$ cat src/rtl/sm_bcd_chk_pkg.sv
package sm_bcd_chk_pkg;
  typedef logic [3:0] nib_t;

  localparam nib_t NIB_SIX  = 4'd6;
  localparam nib_t NIB_NINE = 4'd9;
  localparam nib_t NIB_ALL  = 4'hF;

  // Checking path chosen for one request
  typedef enum logic [1:0] {
    PATH_ADD  = 2'd0,
    PATH_DIFF = 2'd1,
    PATH_SWAP = 2'd2
  } path_e;
endpackage

$ cat src/rtl/sm_bcd_digit_fix.sv
// One digit: the three corrected compressor inputs for the active path.
module sm_bcd_digit_fix
  import sm_bcd_chk_pkg::*;
(
  input  nib_t x_dig,
  input  nib_t ya_dig,
  input  nib_t s_dig,
  input  logic gen_i,
  input  logic trn_i,
  input  logic swap,
  output nib_t op_x,
  output nib_t op_y,
  output nib_t op_s
);
  logic nine_fix;
  nib_t s_adj;

  always_comb begin
    // drop the +6 bias where the digit cannot carry out (normal paths)
    op_y     = (!trn_i && !swap) ? (ya_dig - NIB_SIX) : ya_dig;
    // swapped difference: rebias first operand where it produced a carry
    op_x     = (swap && gen_i) ? (x_dig + NIB_SIX) : x_dig;
    // transmit-only digit: a 9 in the result stands for hex 15
    nine_fix = trn_i && !gen_i && (s_dig == NIB_NINE);
    s_adj    = nine_fix ? NIB_ALL : s_dig;
    op_s     = swap ? s_adj : ~s_adj;
  end
endmodule

$ cat config.mk
export PLATFORM = sky130hd
export DESIGN_NAME = sm_bcd_digit_fix
export DESIGN_NICKNAME = d
export VERILOG_FILES = /design/src/rtl/sm_bcd_chk_pkg.sv /design/src/rtl/sm_bcd_digit_fix.sv
export SDC_FILE = /design/constraint.sdc
export NUM_CORES = 1
export LEC_CHECK = 0
export ABC_AREA = 1
export BUFFER_PORTS_ARGS = -buffer_cell sky130_fd_sc_hd__buf_2
export CORE_AREA = 2 2 39 41
export DETAILED_ROUTE_END_ITERATION = 12
export DIE_AREA = 0 0 41 43
export PLACE_DENSITY = 0.6
export SETUP_SLACK_MARGIN = 0.05
export SLEW_MARGIN = 20
export SYNTH_ARGS = -nofsm -noshare
export SYNTH_HDL_FRONTEND = slang
export SYNTH_SLANG_ARGS = --single-unit
export TNS_END_PERCENT = 10
$ cat constraint.sdc
create_clock -name vclk -period 0.8
set_input_delay 0.08 -clock vclk [all_inputs]
set_output_delay 0.08 -clock vclk [all_outputs]
set_load 0.03 [all_outputs]
==> impl_metrics.json <==
{
  "syn_area_per_cell_um2": 5.94,
  "overflow": 0,
  "design_area_um2": 563,
  "drc": 0,
  "worstPathArrival_ps": 780,
  "seq_cell_count": 0,
  "finalHoldViolations": 0,
  "n_antenna_cell": 0,
  "whs_ps": 160,
  "wl_um": 638,
  "worst_pin_slew_ps": 161,
  "postLayoutCoreUtil_pct": 40.7,
  "fmax_mhz": 1170,
  "syn-num-nets": 56,
  "yosysWarnings": 0,
  "dieArea_um2": 1760,
  "fin_tns_setup_ps": -86.5,
  "drv_cap": 0,
  "rsz0062_at_grt": "true",
  "coreArea_um2": 1380,
  "synth_top_area_share_pct": 16.2,
  "vias": 328,
  "die_w_um": 41,
  "postPlaceCellArea_um2": 412,
  "p_sw_share_pct": 52.3,
  "power_density_nw_per_um2": 741,
  "io_buffers": 23,
  "antenna_found_initial": 0,
  "cp-end-kind": "output pin",
  "yosys-top-cells-area": "nand2_1, xor2_1, inv_1",
  "seq_area_um2": 0,
  "worstPathMaxFanout": 2,
  "violations": "setup timing",
  "hold_path.class": "primary input to output pin",
  "hp-start": "ya_dig[0]",
  "finalMaxSlewViolations": 0,
  "multiInputGateArea_um2": 256,
  "n_fill_cell": 147,
  "final_cell_mix": "nand2_1, buf_4, buf_6",
  "cp.required_ps": 720,
  "syn_area_um2": 231,
  "first_pass_iters": 4,
  "yosysTopAreaCell": "nand2_1",
  "post_cts_buffers": 0,
  "drive_gt1_share_pct": 67.7,
  "io_pins": 27,
  "crit_slowest_cell": "xor2_2",
  "place_congestion": 0.547,
  "critPathTopFamily": "buffers and inverters",
  "p_int_uw": 199,
  "period_minus_slack_ps": 856,
  "std_cell_rows": 14,
  "power_switching_uw": 218,
  "pwr-share-seq_pct": 0,
  "p_comb_share_pct": 100.0,
  "fin_crit_sh_pct": 107,
  "synth.distinct_cells": 15,
  "peakVddDrop_uv": 224,
  "path_cells": "buf_8 -> ha_4 -> nor3_4 -> xor2_2 -> buf_6",
  "drtIter0Drc": 3,
  "start_util_pct": 16.7,
  "wire_per_inst_um": 7.88,
  "setup_viol": 4,
  "critPathBufInv": 2,
  "clockPowerShare_pct": 0,
  "syn2layout_area_growth_pct": 143,
  "grt_pass1_wl_um": 897,
  "grt_pass1_vias": 255,
  "relSlewSlack_pct": 89.2,
  "crit_type": "primary input to output pin",
  "postSynthCellCount": 39,
  "grt_util_all_layers_pct": 6.72,
  "holdPathStages": 0,
  "clock_buffers": 0,
  "cpPeakStageDelay_ps": 160,
  "static-leakage-power_uw": 0.000291,
  "viasPerCell": 4.05,
  "dp_hpwl_um": 530,
  "fin_ws_ps": -55.6,
  "start_kind": "primary input",
  "grt_max_degree": 6,
  "ant_nets": 0,
  "worstHoldEndpoint": "op_y[0]",
  "die_y_um": 43,
  "cts_hold_buf": 0,
  "total_power_uw": 417,
  "ys_seq_area_share_pct": 0,
  "nets": 84,
  "status": "complete, but fails checks"
}
cell usage after synthesis:
library cell / count
nand2_2: 1
xnor2_1: 2
nand3_1: 2
nor3_2: 1
nor2_1: 3
o21ai_1: 1
inv_1: 7
nand3_2: 1
nor2_2: 1
buf_4: 2
nand2_1: 10
ha_1: 2
o21ai_0: 1
buf_6: 1
xor2_1: 4
kinds of logic (layout without fill, tap and decap cells):
| family | after synthesis | after routing | synth area share (%) |
|---|---|---|---|
| XOR/XNOR | 6 | 6 | 22.7 |
| adder cells (fa/ha/maj) | 2 | 2 | 10.8 |
| AND/OR/NAND/NOR | 19 | 19 | 39.5 |
| AO/OA/AOI/OAI | 2 | 2 | 4.32 |
| buffers and inverters | 10 | 36 | 22.7 |
what timing repair did:
| item | CTS | global route |
|---|---|---|
| endpoints found under the setup margin | 10 | 10 |
| gates resized for setup | 21 | 25 |
| pin swaps | 6 | 9 |
power groups by stage:
stage | registers [µW] | logic, µW | clock network [µW]
after floorplan | 0 | 215 | 0
after global placement | 0 | 307 | 0
after detailed placement | 0 | 311 | 0
after CTS | 0 | 371 | 0
after global routing | 0 | 451 | 0
final | 0 | 417 | 0
metal layers:
layer / wire length, µm / vias to the layer above / track usage, % / part of all wire, %
li1: - / 166 / - / -
met1: 237 / 145 / 8.33 / 37
met2: 330 / 17 / 12.8 / 52
met3: 71 / 0 / 0 / 11
met4: 0 / 0 / 0 / 0
met5: 0 / - / 0 / 0
area by class of cell:
class	instances	area share [%]
inverter	7	5.56
timing repair buffer	29	45.3
tap	16	3.56
multi-input combinational	29	45.6
worst max path at each step:
stage | start | endpoint | depth (start not counted)
after floorplan | swap | op_x[1] | 3
after global placement | ya_dig[1] | op_y[3] | 5
after detailed placement | ya_dig[1] | op_y[3] | 5
after CTS | ya_dig[2] | op_y[3] | 5
after global routing | ya_dig[1] | op_y[3] | 5
final | ya_dig[1] | op_y[3] | 5
metrics by stage:
| stage | worst slack (ps) | cells |
|---|---|---|
| 3_5_place_dp | -192 | 81 |
| 5_1_grt | -106 | 81 |
| 4_1_cts | -132 | 81 |
| 3_3_place_gp | -169 | 81 |
| 6_report | -55.6 | 81 |
| 2_1_floorplan | -87.7 | 39 |
(Power assumes the default switching activity.)
